<file path="config.mk">
export PLATFORM = sky130hd
export DESIGN_NAME = tcmp_top
export DESIGN_NICKNAME = d
export VERILOG_FILES = /design/src/rtl/tcmp_pkg.sv /design/src/rtl/tcmp_counter.sv /design/src/rtl/tcmp_channel.sv /design/src/rtl/tcmp_top.sv
export SDC_FILE = /design/constraint.sdc
export NUM_CORES = 1
export LEC_CHECK = 0
export BUFFER_PORTS_ARGS = -buffer_cell sky130_fd_sc_hd__buf_4
export CAP_MARGIN = 20
export CORE_ASPECT_RATIO = 0.6
export CORE_MARGIN = 2
export CORE_UTILIZATION = 53
export DETAILED_ROUTE_END_ITERATION = 8
export MAX_ROUTING_LAYER = met4
export PLACE_DENSITY_LB_ADDON = 0.05
export SLEW_MARGIN = 10
export SYNTH_ARGS = -nofsm -noshare
export SYNTH_HDL_FRONTEND = slang
export SYNTH_SLANG_ARGS = --single-unit
</file>
<file path="constraint.sdc">
create_clock -name clk -period 1.9 [get_ports clk]
set_clock_uncertainty 0.2 [all_clocks]
set_input_delay 0 -clock clk [delete_from_list [all_inputs] [get_ports clk]]
set_output_delay 0 -clock clk [all_outputs]
set_load 0.005 [all_outputs]
</file>
<file path="src/rtl/tcmp_pkg.sv">
package tcmp_pkg;

    localparam int ACT_W = 2;

    typedef enum logic [ACT_W-1:0] {
        ACT_HOLD   = 2'd0,
        ACT_TOGGLE = 2'd1,
        ACT_LOW    = 2'd2,
        ACT_HIGH   = 2'd3
    } wave_act_e;

    typedef struct packed {
        logic match;
        logic wave;
        logic flag;
    } chan_state_t;

    function automatic logic next_wave(input logic cur, input wave_act_e act, input logic fire);
        logic nxt;
        nxt = cur;
        if (fire) begin
            case (act)
                ACT_TOGGLE: nxt = ~cur;
                ACT_LOW:    nxt = 1'b0;
                ACT_HIGH:   nxt = 1'b1;
                default:    nxt = cur;
            endcase
        end
        return nxt;
    endfunction

endpackage

</file>
<file path="src/rtl/tcmp_counter.sv">
module tcmp_counter #(
    parameter int CNT_W = 16
) (
    input  logic             clk,
    input  logic             rst,
    input  logic             tick,
    input  logic             wr_en,
    input  logic [CNT_W-1:0] wr_data,
    input  logic             clr_top,
    output logic [CNT_W-1:0] count,
    output logic             eval
);
    logic [CNT_W-1:0] cnt_q;
    logic             blk_pend_q;

    // A tick compares only if it is not displaced by a write and not blocked.
    assign eval  = tick && !wr_en && !blk_pend_q;
    assign count = cnt_q;

    always_ff @(posedge clk) begin
        if (rst) begin
            cnt_q      <= '0;
            blk_pend_q <= 1'b0;
        end else if (wr_en) begin
            cnt_q      <= wr_data;
            blk_pend_q <= 1'b1;
        end else if (tick) begin
            blk_pend_q <= 1'b0;
            if (clr_top) cnt_q <= '0;
            else         cnt_q <= cnt_q + CNT_W'(1);
        end
    end
endmodule

</file>
<file path="src/rtl/tcmp_channel.sv">
module tcmp_channel
    import tcmp_pkg::*;
#(
    parameter int CNT_W = 16
) (
    input  logic             clk,
    input  logic             rst,
    input  logic             eval,
    input  logic [CNT_W-1:0] count,
    input  logic             cmp_wr_en,
    input  logic [CNT_W-1:0] cmp_wr_data,
    input  logic [ACT_W-1:0] act,
    input  logic             force_stb,
    input  logic             flag_clr,
    output chan_state_t      st
);
    logic [CNT_W-1:0] cmp_q;
    logic             wave_q;
    logic             flag_q;
    logic             hit;

    assign hit      = eval && (count == cmp_q);
    assign st.match = hit;
    assign st.wave  = wave_q;
    assign st.flag  = flag_q;

    always_ff @(posedge clk) begin
        if (rst) begin
            cmp_q  <= '0;
            wave_q <= 1'b0;
            flag_q <= 1'b0;
        end else begin
            if (cmp_wr_en) cmp_q <= cmp_wr_data;
            wave_q <= next_wave(wave_q, wave_act_e'(act), hit || force_stb);
            if (hit)           flag_q <= 1'b1;
            else if (flag_clr) flag_q <= 1'b0;
        end
    end
endmodule

</file>
<file path="src/rtl/tcmp_top.sv">
module tcmp_top
    import tcmp_pkg::*;
#(
    parameter int CNT_W  = 16,
    parameter int NUM_CH = 2
) (
    input  logic                    clk,
    input  logic                    rst,
    input  logic                    tick,
    input  logic                    ctc_mode,
    input  logic                    cnt_wr_en,
    input  logic [CNT_W-1:0]        cnt_wr_data,
    input  logic [NUM_CH-1:0]       cmp_wr_en,
    input  logic [CNT_W-1:0]        cmp_wr_data,
    input  logic [NUM_CH*ACT_W-1:0] act_sel,
    input  logic [NUM_CH-1:0]       force_stb,
    input  logic [NUM_CH-1:0]       flag_clr,
    output logic [CNT_W-1:0]        count,
    output logic [NUM_CH-1:0]       wave_out,
    output logic [NUM_CH-1:0]       irq_flag,
    output logic [NUM_CH*(ACT_W+1)-1:0] ctrl_rd
);
    localparam int RD_W = ACT_W + 1;

    logic        eval;
    logic        clr_top;
    chan_state_t ch_st [NUM_CH];

    // Channel 0 is the one whose compare value serves as top.
    assign clr_top = ctc_mode && ch_st[0].match;

    tcmp_counter #(.CNT_W(CNT_W)) u_cnt (
        .clk     (clk),
        .rst     (rst),
        .tick    (tick),
        .wr_en   (cnt_wr_en),
        .wr_data (cnt_wr_data),
        .clr_top (clr_top),
        .count   (count),
        .eval    (eval)
    );

    for (genvar i = 0; i < NUM_CH; i++) begin : g_ch
        tcmp_channel #(.CNT_W(CNT_W)) u_ch (
            .clk         (clk),
            .rst         (rst),
            .eval        (eval),
            .count       (count),
            .cmp_wr_en   (cmp_wr_en[i]),
            .cmp_wr_data (cmp_wr_data),
            .act         (act_sel[i*ACT_W +: ACT_W]),
            .force_stb   (force_stb[i]),
            .flag_clr    (flag_clr[i]),
            .st          (ch_st[i])
        );
        assign wave_out[i] = ch_st[i].wave;
        assign irq_flag[i] = ch_st[i].flag;
        // Force position is a strobe and never holds state.
        assign ctrl_rd[i*RD_W +: RD_W] = {1'b0, act_sel[i*ACT_W +: ACT_W]};
    end
endmodule

</file>
* Yosys cells after proc, flatten, opt, wreduce, memory -nomap -nowiden
Cells that the tools add are included.
** Word-level totals
- Input bits :: 47
- Register bits after elaboration :: 53
- Logic and storage cells :: 46
- Output and inout bits :: 26
** Operators by class
- Mux-type cells :: 11
- Equality and inequality tests :: 8
- Add/sub/neg operators :: 1
- Reductions and logical operators :: 16
- Bitwise gates (word level) :: 2
** Operator list (count)
- 16-bit 2-to-1 mux :: 3
- 16-bit == test :: 2
- 16-bit by 1-bit adder with 16-bit output, second input constant :: 1
- 2-bit == test, second input constant :: 4
- 1-bit 2-to-1 mux :: 6
- 1-bit one-hot mux with 3 select lines :: 2
- 2-bit nonzero test :: 3
- 3-bit nonzero test :: 2
- 1-bit logical AND :: 5
- 2-bit by 1-bit == test with 1-bit output, second input constant :: 2
- 2-bit AND reduction :: 2
- 1-bit logical NOT :: 2
- 1-bit logical OR :: 2
- 1-bit NOT :: 2

* Depth between registers and ports, before layout
Gate-level depths: netlist of the first run.
- Depth in word-level cells :: 8
- Mapped depth :: 7
- Depth with buffers taken out :: 5

* Cells and area by module
From an unflattened synthesis of the first run, not the netlist that was laid out.
** Second synthesis, totals
- Cell total of the unflattened synthesis :: 315
- Area total of the unflattened synthesis :: 2912.8 µm²
** By module, submodules not included
- tcmp_channel :: times used 2, cells each 89, seq. area each 360.3 µm², area an instance 902.1 µm²
- tcmp_counter :: times used 1, cells each 129, seq. area each 340.3 µm², area an instance 1053.5 µm²
- tcmp_top :: times used 1, cells each 8, seq. area each 0.0 µm², area an instance 55.1 µm²

* Worst setup path before layout of the first run
Ideal clock, no wire load.
- Path kind :: reg-to-reg
- Start :: register u_cnt.cnt_q[1], in the netlist u_cnt.count[1]
- End :: register u_cnt.cnt_q[10], in the netlist u_cnt.count[10]
- Data arrival time :: 1405 ps
- Clock period less this slack :: 1744 ps
- Path slack :: 156 ps
- Setup time :: 139 ps
- Cell stages (with the launch flop) :: 8
- Data required time :: 1561 ps
- Cell sequence :: dfxtp_1 -> buf_2 -> xnor2_1 -> nand4_1 -> nor3_1 -> a311o_2 -> buf_6 -> o22ai_2
** On the way
- Cells in the longest elaborated chain, start to end :: 6
- Elaborated cells on any way between the ends :: 7
** Ends and longest elaborated chain
- from (decl) :: line tcmp_counter.sv:13 : logic [CNT_W-1:0] cnt_q;
- from (signal assigned) :: line tcmp_counter.sv:25 : cnt_q <= wr_data;
- from (signal assigned) :: line tcmp_counter.sv:30 : else cnt_q <= cnt_q + CNT_W'(1);
- branches (longest 3 deep; another with 16-bit by 1-bit adder with 16-bit output)
- 16-bit 2-to-1 mux * :: line tcmp_counter.sv:29 : if (clr_top) cnt_q <= '0;
- 16-bit 2-to-1 mux * :: line tcmp_counter.sv:27 : end else if (tick) begin
- 16-bit 2-to-1 mux * :: line tcmp_counter.sv:24 : end else if (wr_en) begin
Mark *: on every way between the ends. The select of a mux whose other input is x is not followed.
A chain may end at the register's enable or synchronous reset.

* Final worst setup path of the first run
- Start :: register u_cnt.cnt_q[5], in the netlist u_cnt.count[5]
- End :: register u_cnt.cnt_q[8], in the netlist u_cnt.count[8]
The elaborated chain is that of the path after synthesis.

==> flow_summary.json, run 1 <==
{
  "worstSkewPairLatency_ns": 0.31,
  "status": "complete, no violations",
  "final_nets": 477,
  "detail-route-antenna-nets": 0,
  "async_reset_ff_share_pct": 0,
  "synth.distinct_cells": 33,
  "synthesis.area_mm2": 0.00289,
  "dp_hpwl_um": 5370,
  "path_cells": "xnor2_1 > nand4_1 > nor3_2 > a311o_2 > buf_12 > o22ai_1",
  "grt_pass1_wl_um": 11800,
  "hold_viol": 0,
  "required_ns": 1.89,
  "leakage_nw": 1.77,
  "remaining_drc_errors": 0,
  "port_buffers": 70,
  "fin_crit_sh_pct": 97.2,
  "num_vias": 2552,
  "overflow": 0,
  "nFillCells": 368,
  "min-delay-path-class": "in -> reg",
  "layout-drive-gt1-share_pct": 27.7,
  "met3_usage_pct": 4.09,
  "synthTopCellsByArea": "dfxtp_1 (37%), mux2i_1 (11%), xnor2_1 (7.3%)",
  "n_antenna_cell": 0,
  "rsz0062_at_grt": "no",
  "critPathMaxFanout": 16,
  "synthFlopType": "dfxtp_1",
  "multiInputGateArea_mm2": 0.00162,
  "wl_per_cell_um": 15.2,
  "holdWs_ns": 0.00487,
  "min_period_ns": 1.85,
  "slowest_stage": "dfxtp_1",
  "clock.fmax_ghz": 0.541,
  "worst-setup-path-type": "reg -> reg",
  "setup-violations-final": 0,
  "met2_usage_pct": 40.4,
  "powerDensity_mw_per_mm2": 638,
  "die_h_um": 61.2,
  "drv_cap": 0,
  "yosysMostFrequentCell": "dfxtp_1",
  "syn2layout_area_growth_pct": 41.0,
  "numCtsBuffers": 5,
  "critPathArrivalTime_ns": 1.84,
  "crit_path_max_incr_delay_ns": 0.38,
  "seqCellArea_mm2": 0.00106,
  "placed_cell_area_mm2": 0.00347,
  "slew_viol_final": 0,
  "gr-usage-met1_pct": 36.2,
  "fin_area_mm2": 0.00408,
  "drt_iter0_markers": 161,
  "clk_pin_slew_worst_paths_ns": 0.10,
  "grt_max_degree": 34,
  "cp-end-kind": "flop",
  "pin_count": 73,
  "synth_area_per_cell_um2": 9.10,
  "stdcell_count": 495,
  "core.rowCount": 20,
  "cts_root_buf": "clkbuf_8",
  "start_util_pct": 56.1,
  "ys_top_cells_by_count": "dfxtp_1 (53), nor2_1 (40), mux2i_1 (32)",
  "viasPerCell": 5.16,
  "finish.utilization_pct": 79.2,
  "die_w_um": 99.4,
  "wl_um": 7530,
  "synthesis.instances": 318,
  "yosysWarnings": 0,
  "synth-edff-count": 0,
  "synth-seq-cells": 53,
  "synth_top_cell_by_area": "dfxtp_1",
  "gp_congestion": 0.862,
  "track_usage_pct": 26.2,
  "grt-busiest-layer": "met2",
  "peakVddDrop_uv": 403,
  "core_mm2": 0.00515,
  "first_pass_iters": 4,
  "clockBufferDepth": 2,
  "grt_pass1_vias": 2392,
  "synth_top_area_share_pct": 36.7,
  "dieArea_mm2": 0.00609,
  "cts_tree": "built",
  "place_inst": 438,
  "cts_max_level": 2,
  "clock_sinks": 53,
  "yosysSeqAreaShare_pct": 36.7,
  "start_kind": "flop",
  "setup_tns_ns": 0,
  "antenna_found_initial": 0
}
[path summary, 6_finish.rpt]
path	start	endpoint	slack [ns]	depth (start not counted)
max	u_cnt.count[5]	u_cnt.count[8]	0.05	6
min	ctc_mode	u_cnt.count[7]	0.005	4
max reg2reg	u_cnt.count[5]	u_cnt.count[8]	0.05	6
min reg2reg	g_ch[0].u_ch.flag_q	g_ch[0].u_ch.flag_q	0.28	2
[placed cells by master (no fill, tap or decap), types with 3 or more instances in the layout]
cell type	n
nor2_1	40
nor3_1	6
xor2_1	24
o22ai_2	10
dfxtp_1	52
mux2i_1	32
and3_1	3
a21oi_1	19
nand2_1	6
nand3_1	5
dlygate4sd3_1	50
clkbuf_8	5
o22ai_1	6
xnor2_1	24
nor3b_1	15
inv_1	3
mux2_2	4
buf_4	91
nand4_1	11
[area by class of cell]
class,instances,share of cell area [%]
Clock buffer,5,1.69
Clock inverter,2,0.859
Inverter,3,0.276
Multi-Input combinational cell,224,39.6
Sequential cell,53,26.0
Tap cell,66,2.02
Timing Repair Buffer,142,29.5
[where the power goes]
| part | internal (W) | switching, W |
|---|---|---|
| Sequential | 0.00118 | 0.0000658 |
| Combinational | 0.000351 | 0.000260 |
| Clock | 0.000383 | 0.000366 |
| Total | 0.00191 | 0.000692 |
[timing repair]
item / 4_1_cts / 5_1_grt
setup endpoints to repair: 0 / 16
resized for setup: 0 / 2
hold buffers: 50 / 0
hold endpoints to repair: 55 / 0
setup buffers: 0 / 0
[state kept, by name, summed over array words and instances, names as in the netlist]
name and count:
g_ch.u_ch.cmp_q 32, g_ch.u_ch.flag_q 2, u_cnt.blk_pend_q 1, g_ch.u_ch.wave_q 2, u_cnt.count 16
[metal layers]
metal  part of all wire (%)  vias to the layer above
li1                       -                     1294
met1                     49                     1162
met2                     44                       86
met3                    5.8                       10
met4                    1.2                        0
met5                      0                        -
[worst max-delay path: cells and delay by family (launching register included)]
kind	cells	cell delay (ns)
flops	1	0.38
simple gates	2	0.35
xor+xnor	1	0.33
compound gates	2	0.31
buf+inv	1	0.16
[per-stage QoR]
step                      power [W]  setup WS [ns]
after floorplan             0.00157          0.156
after global placement      0.00177         0.0975
after detailed placement    0.00178         0.0840
after CTS                   0.00262         0.0656
after global routing        0.00271       0.000411
final                       0.00260         0.0527
[kinds of logic (layout without fill, tap and decap cells)]
group | count (synthesis) | after routing | synth area share (%)
compound gates | 40 | 40 | 10.2
other cells | 1 | 2 | 0.130
mux | 36 | 36 | 12.6
flops | 53 | 53 | 36.7
fa+ha+maj | 1 | 1 | 0.432
simple gates | 97 | 97 | 17.7
xor+xnor | 48 | 48 | 14.5
buf+inv | 42 | 152 | 7.78
(Power assumes the default switching activity.)
==> run 2, diff against run 1 <==
Settings changed: BUFFER_PORTS_ARGS -buffer_cell sky130_fd_sc_hd__buf_4 to -buffer_cell sky130_fd_sc_hd__clkbuf_2, MAX_ROUTING_LAYER met4 to not set, TNS_END_PERCENT set to 30.
==> run 2 against run 1 <==
  * Via count up 2.4%
  * Combinational power down 5.6%
  * Largest power group unchanged
  * Non-clock buffer count unchanged
  * Sequential share of layout area up 1.3 points
  * Critical path depth down 1
  * Global-route usage down 0.49 points
  * Total power down 4.6%
  * Worst hold slack better by 0.0017 ns
  * Largest cell class unchanged
  * Setup slack better by 0.042 ns
==> flow_summary.json, run 2 (same netlist as run 1, synthesis figures left out) <==
{
  "status": "complete, no violations",
  "worstSkewPairLatency_ns": 0.32,
  "relSlewSlack_pct": 60.6,
  "slowest_stage": "dlygate4sd3_1",
  "peakVddDrop_uv": 406,
  "rsz0062_at_grt": "yes",
  "p_int_w": 0.00176,
  "seqCellArea_mm2": 0.00107,
  "p_sw_w": 0.000730,
  "overflow": 0,
  "layout-drive-gt1-share_pct": 28.8,
  "die_h_um": 61.2,
  "p_clk_share_pct": 26.8,
  "reg2reg_to": "g_ch[1].u_ch.wave_q",
  "crit_buf_inv": 1,
  "start_util_pct": 56.1,
  "min_period_ns": 1.81,
  "critPathArrivalTime_ns": 1.82,
  "place_inst": 436,
  "finish.utilization_pct": 76.0,
  "drv_cap": 0,
  "antenna_found_initial": 0,
  "dp_hpwl_um": 5110,
  "critPathLaunch": "g_ch[1].u_ch.wave_q",
  "min-delay-path-class": "in -> reg",
  "timing.rr.start": "g_ch[1].u_ch.wave_q",
  "layout_common_cells": "clkbuf_2 (70), dlygate4sd3_1 (52), dfxtp_1 (46)",
  "grt_pass1_vias": 2469,
  "first_pass_iters": 4,
  "cts_max_level": 2,
  "slew_viol_final": 0,
  "detail-route-antenna-nets": 0,
  "viasPerCell": 5.27,
  "num_vias": 2613,
  "remaining_drc_errors": 0,
  "clk_pin_slew_worst_paths_ns": 0.10,
  "cp_top_family": "buffers and inverters",
  "die_w_um": 99.4,
  "power_frac_comb_pct": 23.2,
  "hold_viol": 0,
  "fin_crit_sh_pct": 95.0,
  "gp_congestion": 0.879,
  "r2r_setup_slack_ns": 0.09,
  "power_frac_seq_pct": 50.0,
  "powerDensity_mw_per_mm2": 634,
  "clockBufferDepth": 2,
  "setup_tns_ns": 0,
  "clock_sinks": 53,
  "syn2layout_area_growth_pct": 35.5,
  "max_slew.worst_pin.slew_ns": 0.590,
  "grt_max_degree": 56,
  "final_nets": 477,
  "min_from": "act_sel[1]",
  "holdPathEnd": "g_ch[0].u_ch.wave_q",
  "crit_path_max_incr_delay_ns": 0.56,
  "clock.fmax_ghz": 0.554,
  "numCtsBuffers": 5,
  "port_buffers": 70,
  "critPathMaxFanout": 4,
  "hold_depth": 5,
  "r2r_cells": 5,
  "cts_root_buf": "clkbuf_8",
  "multiInputGateArea_mm2": 0.00162,
  "top_register": "g_ch.u_ch.cmp_q",
  "track_usage_pct": 25.7,
  "cts_tree": "built",
  "setup-violations-final": 0,
  "worst-setup-path-type": "reg -> reg",
  "cp-end-kind": "flop",
  "wl_um": 7650,
  "dieArea_mm2": 0.00609,
  "n_antenna_cell": 0,
  "start_kind": "flop",
  "largest_register_ffs": 32,
  "stdcell_count": 496,
  "path_cells": "nor2b_1 > xnor2_1 > dlygate4sd3_1 > nor2_1 > mux2_2",
  "grt_pass1_wl_um": 12100,
  "leakage_nw": 1.74,
  "core_mm2": 0.00515,
  "pin_count": 73,
  "wl_per_cell_um": 15.4,
  "core.rowCount": 20,
  "required_ns": 1.92,
  "nFillCells": 381,
  "drt_iter0_markers": 117,
  "final_common_cell": "clkbuf_2",
  "p_sw_share_pct": 29.4
}
==> run 2: cell types whose count changed in the layout (fill, tap and decap cells not counted) <==
cell	delta
buf_4	-74
clkbuf_2	+70
dfxtp_1	-6
dfxtp_2	+6
dlygate4sd3_1	+2
buf_12	+1
buf_6	+1
bufinv_16	-1
clkinvlp_4	+1
inv_6	+1
==> run 2: metal layers <==
metal / track usage [%] / wire length [um] / vias up
li1: - / - / 1303
met1: 37.2 / 3800 / 1230
met2: 39.7 / 3380 / 74
met3: 4.31 / 412 / 6
met4: 8.61 / 57 / 0
met5: 0 / 0 / -
==> run 2: power by group through the flow <==
stage | clock network, W | logic [W] | registers [W]
finish | 0.000665 | 0.000577 | 0.00124
global route | 0.000711 | 0.000628 | 0.00125
CTS | 0.000672 | 0.000566 | 0.00124
detailed placement | 0 | 0.000477 | 0.00127
global placement | 0 | 0.000470 | 0.00126
floorplan | 0 | 0.000329 | 0.00124
==> run 2: final cells by class <==
cell class	count	share of cell area [%]
clock buffers	5	1.76
clock inverters	3	0.543
inverters	3	0.287
multi-input cells	224	41.2
flip-flops and latches	53	27.3
well taps	66	2.11
repair buffers	142	26.8
==> run 2: through the flow <==
step	hold slack (ns)	power (W)	cell area [um^2]	setup WS [ns]
floorplan	-0.119	0.00157	2900	0.156
global placement	0.00660	0.00173	3290	0.117
detailed placement	0.0141	0.00174	3290	0.00554
CTS	0.000799	0.00248	3900	0.00946
global route	0.0245	0.00259	3920	-0.0293
finish	0.00658	0.00248	3920	0.0946
==> run 2: worst max path at each step <==
stage                     endpoint  slack [ns]  depth (start not counted)
2_1_floorplan      u_cnt.count[10]        0.16                          7
3_3_place_gp       u_cnt.count[14]        0.12                          5
3_5_place_dp       u_cnt.count[14]       0.006                          5
4_1_cts            u_cnt.count[14]       0.009                          5
5_1_grt             u_cnt.count[1]       -0.03                          7
6_report       g_ch[1].u_ch.wave_q        0.09                          5
==> run 2: worst register-to-register path, delay by kind of cell, from the launching register on <==
family                    cells  cell delay (ns)
DFF                           1             0.37
and+or+nand+nor               2             0.20
buffers and inverters         1             0.56
xor gates and xnor gates      1             0.12
muxes                         1             0.26
==> run 2: repair_timing <==
item                                    CTS  global route
setup buffers                             0             0
pin swaps                                 0             1
gates resized for setup                   1             8
endpoints found under the hold margin    53             0
endpoints found under the setup margin    1             4
hold buffers                             52             0
